**config.mk**
```make
export PLATFORM = sky130hd
export DESIGN_NAME = dslope_seq
export DESIGN_NICKNAME = d
export VERILOG_FILES = /design/src/rtl/dslope_pkg.sv /design/src/rtl/dslope_sync.sv /design/src/rtl/dslope_timer.sv /design/src/rtl/dslope_ctrl.sv /design/src/rtl/dslope_deint.sv /design/src/rtl/dslope_seq.sv
export SDC_FILE = /design/constraint.sdc
export NUM_CORES = 1
export LEC_CHECK = 0
export BUFFER_PORTS_ARGS = -buffer_cell sky130_fd_sc_hd__buf_2
export CAP_MARGIN = 5
export CORE_ASPECT_RATIO = 0.6
export CORE_MARGIN = 2
export CORE_UTILIZATION = 55
export CTS_CLUSTER_DIAMETER = 30
export DETAILED_ROUTE_END_ITERATION = 8
export MAX_ROUTING_LAYER = met4
export PLACE_DENSITY_LB_ADDON = 0.1
export SYNTH_ARGS = -nofsm -noshare
export SYNTH_HDL_FRONTEND = slang
export SYNTH_HIERARCHICAL = 1
export SYNTH_SLANG_ARGS = --single-unit
```
**constraint.sdc**
```tcl
create_clock -name clk -period 3.4 [get_ports clk]
set_clock_uncertainty 0.15 [all_clocks]
set_input_delay 0.17 -clock clk [delete_from_list [all_inputs] [get_ports clk]]
set_output_delay 0.17 -clock clk [all_outputs]
set_load 0.05 [all_outputs]
```
**src/rtl/dslope_pkg.sv**
```systemverilog
package dslope_pkg;

  typedef enum logic [2:0] {
    ST_IDLE,
    ST_AZ,
    ST_INT,
    ST_DEINT,
    ST_ZERO
  } seq_state_e;

  localparam logic [1:0] PH_ZERO  = 2'b00;
  localparam logic [1:0] PH_AZ    = 2'b01;
  localparam logic [1:0] PH_INT   = 2'b10;
  localparam logic [1:0] PH_DEINT = 2'b11;

  function automatic logic [1:0] phase_code(seq_state_e s);
    case (s)
      ST_AZ:    return PH_AZ;
      ST_INT:   return PH_INT;
      ST_DEINT: return PH_DEINT;
      default:  return PH_ZERO;
    endcase
  endfunction

  function automatic int max3(int a, int b, int c);
    int m;
    m = (a > b) ? a : b;
    return (m > c) ? m : c;
  endfunction

endpackage

```
**src/rtl/dslope_sync.sv**
```systemverilog
module dslope_sync #(
  parameter int STAGES = 2
) (
  input  logic clk,
  input  logic rst_n,
  input  logic d_i,
  output logic q_o,
  output logic fall_o
);

  logic [STAGES-1:0] sh_q;
  logic [STAGES-1:0] sh_d;
  logic              prev_q;

  assign sh_d = {sh_q[STAGES-2:0], d_i};

  always_ff @(posedge clk or negedge rst_n) begin
    if (!rst_n) begin
      sh_q   <= '0;
      prev_q <= 1'b0;
    end else begin
      sh_q   <= sh_d;
      prev_q <= sh_q[STAGES-1];
    end
  end

  assign q_o    = sh_q[STAGES-1];
  assign fall_o = prev_q & ~sh_q[STAGES-1];

endmodule

```
**src/rtl/dslope_timer.sv**
```systemverilog
module dslope_timer #(
  parameter int TW = 8
) (
  input  logic          clk,
  input  logic          rst_n,
  input  logic          load_i,
  input  logic [TW-1:0] load_val_i,
  output logic          expired_o
);

  logic [TW-1:0] cnt_q;
  logic [TW-1:0] cnt_d;

  always_comb begin
    cnt_d = cnt_q;
    if (load_i) begin
      cnt_d = load_val_i;
    end else if (cnt_q != '0) begin
      cnt_d = cnt_q - 1'b1;
    end
  end

  always_ff @(posedge clk or negedge rst_n) begin
    if (!rst_n) begin
      cnt_q <= '0;
    end else begin
      cnt_q <= cnt_d;
    end
  end

  assign expired_o = (cnt_q == '0);

endmodule

```
**src/rtl/dslope_ctrl.sv**
```systemverilog
module dslope_ctrl
  import dslope_pkg::*;
#(
  parameter int AZ_CYCLES   = 16,
  parameter int INT_CYCLES  = 64,
  parameter int ZERO_CYCLES = 8,
  parameter int TW          = 7
) (
  input  logic          clk,
  input  logic          rst_n,
  input  logic          start_i,
  input  logic          tmr_expired_i,
  input  logic          deint_stop_i,
  output seq_state_e    state_o,
  output logic          tmr_load_o,
  output logic [TW-1:0] tmr_val_o,
  output logic          sign_cap_o,
  output logic          cnt_clr_o,
  output logic          finish_o
);

  localparam logic [TW-1:0] AZ_LOAD   = TW'(AZ_CYCLES - 1);
  localparam logic [TW-1:0] INT_LOAD  = TW'(INT_CYCLES - 1);
  localparam logic [TW-1:0] ZERO_LOAD = TW'(ZERO_CYCLES - 1);

  seq_state_e state_q;
  seq_state_e state_d;

  always_comb begin
    state_d    = state_q;
    tmr_load_o = 1'b0;
    tmr_val_o  = '0;
    sign_cap_o = 1'b0;
    cnt_clr_o  = 1'b0;
    finish_o   = 1'b0;
    case (state_q)
      ST_IDLE: begin
        if (start_i) begin
          state_d    = ST_AZ;
          tmr_load_o = 1'b1;
          tmr_val_o  = AZ_LOAD;
        end
      end
      ST_AZ: begin
        if (tmr_expired_i) begin
          state_d    = ST_INT;
          tmr_load_o = 1'b1;
          tmr_val_o  = INT_LOAD;
        end
      end
      ST_INT: begin
        if (tmr_expired_i) begin
          state_d    = ST_DEINT;
          sign_cap_o = 1'b1;
          cnt_clr_o  = 1'b1;
        end
      end
      ST_DEINT: begin
        if (deint_stop_i) begin
          state_d    = ST_ZERO;
          finish_o   = 1'b1;
          tmr_load_o = 1'b1;
          tmr_val_o  = ZERO_LOAD;
        end
      end
      ST_ZERO: begin
        if (tmr_expired_i) begin
          state_d = ST_IDLE;
        end
      end
      default: state_d = ST_IDLE;
    endcase
  end

  always_ff @(posedge clk or negedge rst_n) begin
    if (!rst_n) begin
      state_q <= ST_IDLE;
    end else begin
      state_q <= state_d;
    end
  end

  assign state_o = state_q;

endmodule

```
**src/rtl/dslope_deint.sv**
```systemverilog
module dslope_deint #(
  parameter int MAX_DEINT = 200,
  parameter int CORR      = 5,
  parameter int MAG_W     = 8
) (
  input  logic             clk,
  input  logic             rst_n,
  input  logic             run_i,
  input  logic             clr_i,
  input  logic             fall_i,
  input  logic             cmp_i,
  input  logic             sign_cap_i,
  input  logic             finish_i,
  output logic             stop_o,
  output logic             done_o,
  output logic             neg_o,
  output logic             ovr_o,
  output logic [MAG_W-1:0] mag_o
);

  localparam logic [MAG_W-1:0] CNT_LAST = MAG_W'(MAX_DEINT - 1);
  localparam logic [MAG_W-1:0] CNT_SAT  = MAG_W'(MAX_DEINT);
  localparam logic [MAG_W-1:0] CORR_V   = MAG_W'(CORR);

  logic [MAG_W-1:0] cnt_q, cnt_d;
  logic [MAG_W-1:0] corr_cnt;
  logic             sign_q, sign_d;
  logic             done_q;
  logic             neg_q, ovr_q;
  logic [MAG_W-1:0] mag_q;
  logic             cnt_en;

  assign stop_o   = run_i & (fall_i | (cnt_q == CNT_LAST));
  assign cnt_en   = run_i & ~stop_o;
  assign corr_cnt = (cnt_q >= CORR_V) ? (cnt_q - CORR_V) : '0;

  always_comb begin
    cnt_d = cnt_q;
    if (clr_i) begin
      cnt_d = '0;
    end else if (cnt_en) begin
      cnt_d = cnt_q + 1'b1;
    end
    sign_d = sign_q;
    if (sign_cap_i) begin
      sign_d = ~cmp_i;
    end
  end

  always_ff @(posedge clk or negedge rst_n) begin
    if (!rst_n) begin
      cnt_q  <= '0;
      sign_q <= 1'b0;
      done_q <= 1'b0;
    end else begin
      cnt_q  <= cnt_d;
      sign_q <= sign_d;
      done_q <= finish_i;
    end
  end

  always_ff @(posedge clk or negedge rst_n) begin
    if (!rst_n) begin
      neg_q <= 1'b0;
      ovr_q <= 1'b0;
      mag_q <= '0;
    end else if (finish_i) begin
      neg_q <= sign_q;
      ovr_q <= ~fall_i;
      mag_q <= fall_i ? corr_cnt : CNT_SAT;
    end
  end

  assign done_o = done_q;
  assign neg_o  = neg_q;
  assign ovr_o  = ovr_q;
  assign mag_o  = mag_q;

endmodule

```
**src/rtl/dslope_seq.sv**
```systemverilog
module dslope_seq
  import dslope_pkg::*;
#(
  parameter int AZ_CYCLES   = 16,
  parameter int INT_CYCLES  = 64,
  parameter int ZERO_CYCLES = 8,
  parameter int MAX_DEINT   = 200,
  parameter int CMP_DLY     = 3,
  parameter int SYNC_STAGES = 2,
  parameter int MAG_W       = $clog2(MAX_DEINT + 1)
) (
  input  logic             clk,
  input  logic             rst_n,
  input  logic             start_i,
  input  logic             cmp_i,
  output logic [1:0]       phase_o,
  output logic             busy_o,
  output logic             done_o,
  output logic             neg_o,
  output logic [MAG_W-1:0] mag_o,
  output logic             ovr_o
);

  localparam int TW   = $clog2(max3(AZ_CYCLES, INT_CYCLES, ZERO_CYCLES) + 1);
  localparam int CORR = CMP_DLY + SYNC_STAGES;

  logic [1:0]    rst_pipe_q;
  logic          rst_core_n;
  seq_state_e    state;
  logic          tmr_load, tmr_expired;
  logic [TW-1:0] tmr_val;
  logic          sign_cap, cnt_clr, finish, deint_stop;
  logic          cmp_sync, cmp_fall;

  // reset asserts at once, releases after two clocks
  always_ff @(posedge clk or negedge rst_n) begin
    if (!rst_n) begin
      rst_pipe_q <= 2'b00;
    end else begin
      rst_pipe_q <= {rst_pipe_q[0], 1'b1};
    end
  end
  assign rst_core_n = rst_pipe_q[1];

  dslope_sync #(.STAGES(SYNC_STAGES)) u_sync (
    .clk    (clk),
    .rst_n  (rst_core_n),
    .d_i    (cmp_i),
    .q_o    (cmp_sync),
    .fall_o (cmp_fall)
  );

  dslope_timer #(.TW(TW)) u_timer (
    .clk        (clk),
    .rst_n      (rst_core_n),
    .load_i     (tmr_load),
    .load_val_i (tmr_val),
    .expired_o  (tmr_expired)
  );

  dslope_ctrl #(
    .AZ_CYCLES   (AZ_CYCLES),
    .INT_CYCLES  (INT_CYCLES),
    .ZERO_CYCLES (ZERO_CYCLES),
    .TW          (TW)
  ) u_ctrl (
    .clk           (clk),
    .rst_n         (rst_core_n),
    .start_i       (start_i),
    .tmr_expired_i (tmr_expired),
    .deint_stop_i  (deint_stop),
    .state_o       (state),
    .tmr_load_o    (tmr_load),
    .tmr_val_o     (tmr_val),
    .sign_cap_o    (sign_cap),
    .cnt_clr_o     (cnt_clr),
    .finish_o      (finish)
  );

  dslope_deint #(
    .MAX_DEINT (MAX_DEINT),
    .CORR      (CORR),
    .MAG_W     (MAG_W)
  ) u_deint (
    .clk        (clk),
    .rst_n      (rst_core_n),
    .run_i      (state == ST_DEINT),
    .clr_i      (cnt_clr),
    .fall_i     (cmp_fall),
    .cmp_i      (cmp_sync),
    .sign_cap_i (sign_cap),
    .finish_i   (finish),
    .stop_o     (deint_stop),
    .done_o     (done_o),
    .neg_o      (neg_o),
    .ovr_o      (ovr_o),
    .mag_o      (mag_o)
  );

  assign phase_o = phase_code(state);
  assign busy_o  = (state != ST_IDLE);

endmodule

```
[Word-level counts from Yosys, hierarchy flattened]
Cells that the tools add are included.
Storage, ports and cells
  register bits: 35
  bits in latches: 0
  RAM bits: 0
  memory bits (read-only): 0
  bits of input ports: 4
  output and inout port bits: 14
  word-level logic and storage cells: 62
  memories: 0
Operators by class
  add/subtract/negate cells: 3
  multipliers: 0
  div/mod/pow operators: 0
  order comparisons: 1
  eq/ne operators: 10
  shift-type cells: 0
  mux-type cells: 23
  bitwise gates (word level): 7
  reductions and logical operators: 7
Operator list (count)
  8-bit 2-to-1 mux: 4
  7-bit case mux with 3 select lines: 1
  3-bit 2-to-1 mux: 6
  3-bit case mux with 5 select lines: 1
  7-bit 2-to-1 mux: 2
  2-bit inequality test, second input constant: 5
  8-bit by 1-bit adder with 8-bit output, second input constant: 1
  8-bit == test, second input constant: 1
  8-bit by 3-bit greater-or-equal comparator with 1-bit output, second input constant: 1
  8-bit by 3-bit subtractor with 8-bit output, second input constant: 1
  7-bit logical NOT: 1
  7-bit nonzero test: 1
  7-bit by 1-bit subtractor with 7-bit output, second input constant: 1
  3-bit by 2-bit == test with 1-bit output, second input constant: 2
  6-bit 2-to-1 mux: 1
  2-bit case mux with 3 select lines: 1
  1-bit 2-to-1 mux: 5
  5-bit AND reduction: 1
  4-bit 2-to-1 mux: 1
  2-bit nonzero test: 2
  1-bit bitwise AND: 3
  3-bit by 1-bit == test with 1-bit output, second input constant: 1
  3-bit == test, second input constant: 1
  3-bit logical NOT: 1
  other kinds (4): 6

[Longest topological paths before layout]
Gate-level depths: netlist of the first run.
  depth after elaboration: 8
  depth in mapped cells: 10
  gate-level depth less buffers: 8

[By module]
The synthesis of the first run kept the hierarchy.
By module, submodules not included
  dslope_deint: instances 1, cells each 103, area each 1026.0 sq um, sequential area each 500.5 sq um
  dslope_timer: instances 1, cells each 43, area each 434.2 sq um, sequential area each 175.2 sq um
  dslope_ctrl: instances 1, cells each 32, area each 262.8 sq um, sequential area each 75.1 sq um
  dslope_sync: instances 1, cells each 4, area each 88.8 sq um, sequential area each 75.1 sq um
  dslope_seq: instances 1, cells each 7, area each 82.6 sq um, sequential area each 50.0 sq um

[Worst setup path after synthesis of the first run]
No wires, ideal clock.
  kind: flip-flop to flip-flop
  from: register u_timer.cnt_q[3]
  to: register u_timer.cnt_q[5]
  library setup time: 77 ps
  arrival: 2523 ps
  data required time: 3173 ps
  setup slack: 650 ps
  stages on the path, launching flop included: 8
  path buffers: 1
  clock period less this slack: 2750 ps
  cell sequence: dfrtp_1 > or4_4 > nor2_1 > nand2b_1 > a311oi_1 > clkbuf_1 > a41oi_1 > a21oi_1
On the way
  longest elaborated chain between the ends: 4
  elaborated cells between the ends (all ways): 10
  those cells by class: add/sub (1); mux (6); reduce/logical (3)
Ends and longest elaborated chain
  start, declared: RTL line dslope_timer.sv:11  | logic [TW-1:0] cnt_q;
  start signal, assigned: RTL line dslope_timer.sv:27  | cnt_q <= cnt_d;
  7-bit logical NOT (*): RTL line dslope_timer.sv:31  | assign expired_o = (cnt_q == '0);
  net tmr_expired: RTL line dslope_seq.sv:30  | logic tmr_load, tmr_expired;
  1-bit 2-to-1 mux (*): RTL line dslope_ctrl.sv:45  | if (tmr_expired_i) begin
  1-bit case mux with 3 select lines (*): RTL line dslope_ctrl.sv:36  | case (state_q)
  net tmr_load: RTL line dslope_seq.sv:30
  7-bit 2-to-1 mux / 2-bit nonzero test (equally long branches)
The timed path passes the listed nets; every way through them passes the cells marked *. The select of a mux whose other input is x is not followed.
A chain may end at the register's enable or synchronous reset.

[Worst setup path in the final report of the first run]
  from: register u_timer.cnt_q[3]
  to: register u_timer.cnt_q[1]
Same word-level chain as after synthesis.

==> impl_metrics.yaml, run 1 <==
critical_path:
  worstPathCellList: "or4_4 -> nor2_1 -> nand2b_1 -> a311oi_1 -> buf_4 -> a31oi_1 -> a22o_1"
  cp.required_ns: 3.42
  regToRegEndpoint: "u_timer/cnt_q[1]$_DFFE_PN0P_"
  reg2reg_from: "u_timer/cnt_q[3]$_DFFE_PN0P_"
  cpMaxStageDelayCell: "or4_4"
  path_buf_inv: 1
  cpPeakStageDelay_ns: 0.59
  crit_fanout: 17
  worst-path-stages: 7
  rrSetupSlack_ns: 0.76
  cp-endpoint: "u_timer/cnt_q[1]$_DFFE_PN0P_"
  end_kind: "flip-flop"
  start_kind: "flip-flop"
  critPathArrivalTime_ns: 2.66
  critPathLaunch: "u_timer/cnt_q[3]$_DFFE_PN0P_"
  critical_path_class: "reg2reg"
  critical_path.top_delay_family: "simple AND/OR/NAND/NOR gates"
  r2r_cells: 7
cts:
  cts-resized-gates: 0
  numCtsBuffers: 5
  post-cts-setup-buffer-count: 0
  htree_levels: 2
  cts_buffer_depth: 2
  cts_tree: "done"
  clkLatencyLatePin_ns: 0.28
  cts.sinks: 35
  clk_pin_slew_ns: 0.07
  root_buffer: "clkbuf_8"
synthesis:
  synth_top_area_cell: "dfrtp_1"
  seq_area_frac_synth: 0.462
  synth_cells: 189
  synth_top_area_frac: 0.462
  ys_top_cells_by_area: "dfrtp_1 (46%), nor2_1 (3.6%), ha_1 (3.3%)"
  synth_seq_cells: 35
  syn_nets: 198
  yosysMostFrequentCell: "dfrtp_1"
  synth-main-ff-cell: "dfrtp_1"
  synth_edf_count: 0
  synthesis.area_um2: 1890
  ys_types: 52
  async_flop_share: 1.00
  ys_top_cells_by_count: "dfrtp_1 (35), nor2_1 (18), inv_1 (12), nand2_1 (9), nor2b_1 (7)"
  syn_area_per_cell_um2: 10.0
  ys_warn_count: 6
die:
  die_h_um: 49.5
  io_pins: 18
  die_w_um: 79.8
  die_area_um2: 3950
  start_util: 0.577
  core_region_area_um2: 3280
  rows: 16
global_route:
  grtUsageMet1: 0.310
  grt_use_met3: 0.0549
  track_usage: 0.213
  grt_max_degree: 34
  overflow: 0
  grt_pass1_vias: 1334
  antenna_found_initial: 0
  met2_usage: 0.310
  grt_pass1_wl_mm: 6.27
  busiest_layer: "met1"
sta:
  max_freq_mhz: 379
  holdWs_ns: 0.0547
  finalHoldViolations: 0
  slew_violations: 0
  rsz0062_at_grt: "false"
  finalSetupTns_ns: 0
  finalCritPeriodShare: 0.776
  setup-violations-final: 0
  finalCriticalPeriod_ns: 2.64
detailed_routing:
  drt-wirelength-per-cell_um: 14.1
  drt_drc_violations_left: 0
  drtIter0Drc: 147
  routed_wl_mm: 3.53
  viasPerCell: 5.42
  drtPass1Iterations: 4
  ant_nets: 0
  vias: 1360
min_path:
  hp-class: "in2async"
power:
  p_leak_nw: 0.987
  power.density_nw_per_um2: 977
  ir_drop_mv: 0.473
placement:
  place_congestion: 0.859
  place_hpwl_mm: 2.58
  port_buffers: 17
layout:
  nNetsFinal: 214
  fillerInstances: 278
  antenna_cells: 0
  drive_gt1_frac: 0.189
  area_delta_synth_final_pct: 11.5
run_status:
  status: "completed"
job:
  cap_violations: 0
==> routing by layer <==
| metal | share of wire | routed length [µm] |
|---|---|---|
| met3 | 0.046 | 162 |
| met4 | 0.0034 | 12 |
| met5 | 0 | 0 |
| met2 | 0.44 | 1540 |
| met1 | 0.51 | 1810 |
==> logic make-up after synthesis <==
| family | Yosys count | synth area share |
|---|---|---|
| adder cells (fa/ha/maj) | 5 | 0.0330 |
| AO/OA/AOI/OAI | 38 | 0.139 |
| XOR/XNOR | 11 | 0.0509 |
| AND/OR/NAND/NOR | 67 | 0.212 |
| flip-flops | 35 | 0.462 |
| buffers and inverters | 26 | 0.0720 |
| other | 2 | 0.00396 |
| multiplexers | 5 | 0.0271 |
==> cell type report <==
type / instances / area [µm²] / area share
repair buffers: 23 / 135 / 0.0640
multi-input cells: 128 / 882 / 0.418
clock inverters: 2 / 35.0 / 0.0166
flip-flops and latches: 35 / 876 / 0.415
clock buffers: 6 / 82.6 / 0.0391
inverters: 12 / 45.0 / 0.0213
well taps: 45 / 56.3 / 0.0267
==> state kept, by name, indices dropped and copies added (netlist names), 2 cells and up <==
| signal | count |
|---|---|
| u_sync/sh_q | 2 |
| u_deint/mag_o | 8 |
| u_ctrl/state_o | 3 |
| u_deint/cnt_q | 8 |
| rst_pipe_q | 2 |
| u_timer/cnt_q | 7 |
==> power by group <==
part | total (mW) | internal, mW | switching (mW)
combinational | 0.974 | 0.363 | 0.611
clock | 0.380 | 0.237 | 0.143
sequential | 0.710 | 0.553 | 0.158
total | 2.06 | 1.15 | 0.911
==> worst min path at each step <==
stage	slack [ns]	endpoint	cells after the start	from
finish	0.05	rst_pipe_q[1]$_DFF_PN0_	2	rst_n
global route	0.06	rst_pipe_q[1]$_DFF_PN0_	2	rst_n
CTS	0.05	rst_pipe_q[1]$_DFF_PN0_	2	rst_n
detailed placement	-0.19	rst_pipe_q[1]$_DFF_PN0_	1	rst_n
global placement	-0.20	rst_pipe_q[0]$_DFF_PN0_	1	rst_n
floorplan	-0.28	rst_pipe_q[0]$_DFF_PN0_	0	rst_n
==> through the flow <==
step,instance area [µm²],setup WS [ns],power (mW),cells,util
after floorplan,1890,0.650,1.52,189,-
after global placement,1970,0.900,1.65,241,0.601
after detailed placement,1970,0.789,1.68,241,0.601
after CTS,2110,0.785,2.07,251,0.643
after global routing,2110,0.595,2.22,251,0.643
final,2110,0.761,2.06,251,0.643
==> cell usage in the layout (no fill, tap or decap), types with 2 or more instances in the layout <==
cell / instances
inv_1: 12
mux2i_1: 4
conb_1: 2
or3_1: 3
buf_2: 17
buf_4: 4
dfrtp_1: 35
clkbuf_8: 6
nor3b_1: 2
o21a_1: 3
nor3_1: 6
ha_1: 5
o22ai_1: 5
o31ai_1: 4
nand2b_1: 4
nand2_1: 9
nand3_1: 2
nor2_1: 18
nand4_1: 3
xor2_1: 5
a21oi_1: 4
dlygate4sd3_1: 2
o31a_1: 2
a31oi_1: 4
xnor2_1: 6
nor2b_1: 7
o21ai_0: 5
or4b_4: 2
==> timing repair <==
action,CTS,global route
hold buffers,2,0
endpoints found under the setup margin,0,0
endpoints found under the hold margin,3,0
Note: power is estimated with default switching activity, not from simulation.
==> run 2, diff against run 1 <==
==> constraint.sdc (replaced) <==
create_clock -name clk -period 2.7 [get_ports clk]
set_clock_uncertainty 0.15 [all_clocks]
set_input_delay 0.135 -clock clk [delete_from_list [all_inputs] [get_ports clk]]
set_output_delay 0.135 -clock clk [all_outputs]
set_load 0.05 [all_outputs]
==> impl_metrics.yaml, run 2 (same netlist as run 1, synthesis figures left out) <==
detailed_routing:
  viasPerCell: 5.58
  drt_drc_violations_left: 0
  drt-wirelength-per-cell_um: 14.2
  ant_nets: 0
  drtIter0Drc: 85
  drtPass1Iterations: 5
  vias: 1411
  routed_wl_mm: 3.60
layout:
  drive_gt1_frac: 0.192
  fillerInstances: 291
  nNetsFinal: 216
  final_common_cell: "dfrtp_1"
  antenna_cells: 0
  area_delta_synth_final_pct: 10.7
  final_cell_mix: "dfrtp_1 (35), nor2_1 (18), buf_2 (17)"
  postLayoutCellArea_um2: 2100
sta:
  finalCritPeriodShare: 0.908
  relSlewSlack: 0.670
  finalHoldViolations: 0
  rsz0062_at_grt: "false"
  slew_violations: 0
  setup-violations-final: 0
  finalSetupTns_ns: 0
  tightest_slew_ns: 0.490
  max_freq_mhz: 408
  finalCriticalPeriod_ns: 2.45
power:
  clockPowerShare: 0.142
  ir_drop_mv: 0.783
  p_sw_mw: 1.15
  total_power_mw: 2.50
  p_leak_nw: 0.980
  pwr-share-comb: 0.503
  internal_power_mw: 1.35
  power_frac_seq: 0.355
  switching_share: 0.461
  power.density_nw_per_um2: 1190
die:
  core_region_area_um2: 3280
  die_h_um: 49.5
  rows: 16
  die_w_um: 79.8
  io_pins: 18
  die_area_um2: 3950
  start_util: 0.577
cts:
  numCtsBuffers: 5
  cts_tree: "done"
  clk_pin_slew_ns: 0.07
  post-cts-setup-buffer-count: 0
  cts-resized-gates: 0
  cts.sinks: 35
  postCtsHoldBufs: 2
  root_buffer: "clkbuf_8"
  clkLatencyLatePin_ns: 0.28
  htree_levels: 2
  cts_buffer_depth: 2
critical_path:
  r2r_cells: 8
  critical_path_class: "reg2reg"
  critPathArrivalTime_ns: 2.47
  cp.required_ns: 2.72
  crit_fanout: 17
  end_kind: "flip-flop"
  rrSetupSlack_ns: 0.25
  start_kind: "flip-flop"
placement:
  place_area_um2: 2000
  port_buffers: 17
  place_congestion: 0.863
  place_hpwl_mm: 2.62
global_route:
  grt_pass1_vias: 1268
  track_usage: 0.212
  grt_max_degree: 34
  antenna_found_initial: 0
  overflow: 0
  grt_pass1_wl_mm: 6.11
job:
  cap_violations: 0
min_path:
  hp-class: "in2async"
run_status:
  status: "completed"
-- run 2: cell types whose count changed in the layout (fill, tap and decap cells not counted), sizes merged --
cell / delta
buf: +2
bufinv: -1
clkbuf: +1
-- run 2: final cells by class --
class | instances | area [µm²] | area share
clock inverters | 1 | 5.00 | 0.00239
well taps | 45 | 56.3 | 0.0268
clock buffers | 7 | 76.3 | 0.0364
repair buffers | 25 | 150 | 0.0716
flip-flops and latches | 35 | 876 | 0.418
multi-input cells | 128 | 888 | 0.424
inverters | 12 | 45.0 | 0.0215
-- run 2: power groups by stage --
stage,clock [mW],sequential [mW],combinational (mW)
6_report,0.354,0.889,1.26
5_1_grt,0.394,0.919,1.38
4_1_cts,0.368,0.885,1.25
3_5_place_dp,0,0.894,1.25
3_3_place_gp,0,0.878,1.23
2_1_floorplan,0,1.05,0.875
-- run 2: layer usage --
layer / vias up / share of wire / track usage
met1: 686 / 0.54 / 0.325
li1: 693 / - / -
met2: 30 / 0.40 / 0.270
met4: 0 / 0.0033 / 0.0621
met5: - / 0 / -
met3: 2 / 0.053 / 0.0604
-- run 2: path summary, 6_finish.rpt --
| kind | startpoint | endpoint |
|---|---|---|
| max | u_deint/cnt_q[4]$_DFFE_PN0P_ | u_timer/cnt_q[1]$_DFFE_PN0P_ |
| min | rst_n | rst_pipe_q[1]$_DFF_PN0_ |
| max reg2reg | u_deint/cnt_q[4]$_DFFE_PN0P_ | u_timer/cnt_q[1]$_DFFE_PN0P_ |
| min reg2reg | rst_pipe_q[1]$_DFF_PN0_ | u_timer/cnt_q[6]$_DFFE_PN0P_ |
| max in group asynchronous | rst_pipe_q[1]$_DFF_PN0_ | u_deint/cnt_q[1]$_DFFE_PN0P_ |
| min in group clk | u_sync/sh_q[0]$_DFF_PN0_ | u_sync/sh_q[1]$_DFF_PN0_ |
-- run 2: critical path, cell delays in order, from the launching register on --
cell and delay [ns]:
dfrtp_1 0.44, or3_1 0.49, nor2_1 0.19, o21a_1 0.16
nand2_1 0.13, a311oi_2 0.28, buf_4 0.24, a31oi_1 0.06
a22o_1 0.21
-- run 2: per-stage QoR --
stage          hold slack, ns  utilization  cells  setup WS [ns]
4_1_cts                0.0106        0.639    253          0.249
2_1_floorplan          -0.311            -    189          0.112
6_report               0.0215        0.639    253          0.248
3_3_place_gp           -0.231        0.608    243          0.352
3_5_place_dp           -0.222        0.608    243          0.254
5_1_grt                0.0184        0.639    253         0.0739
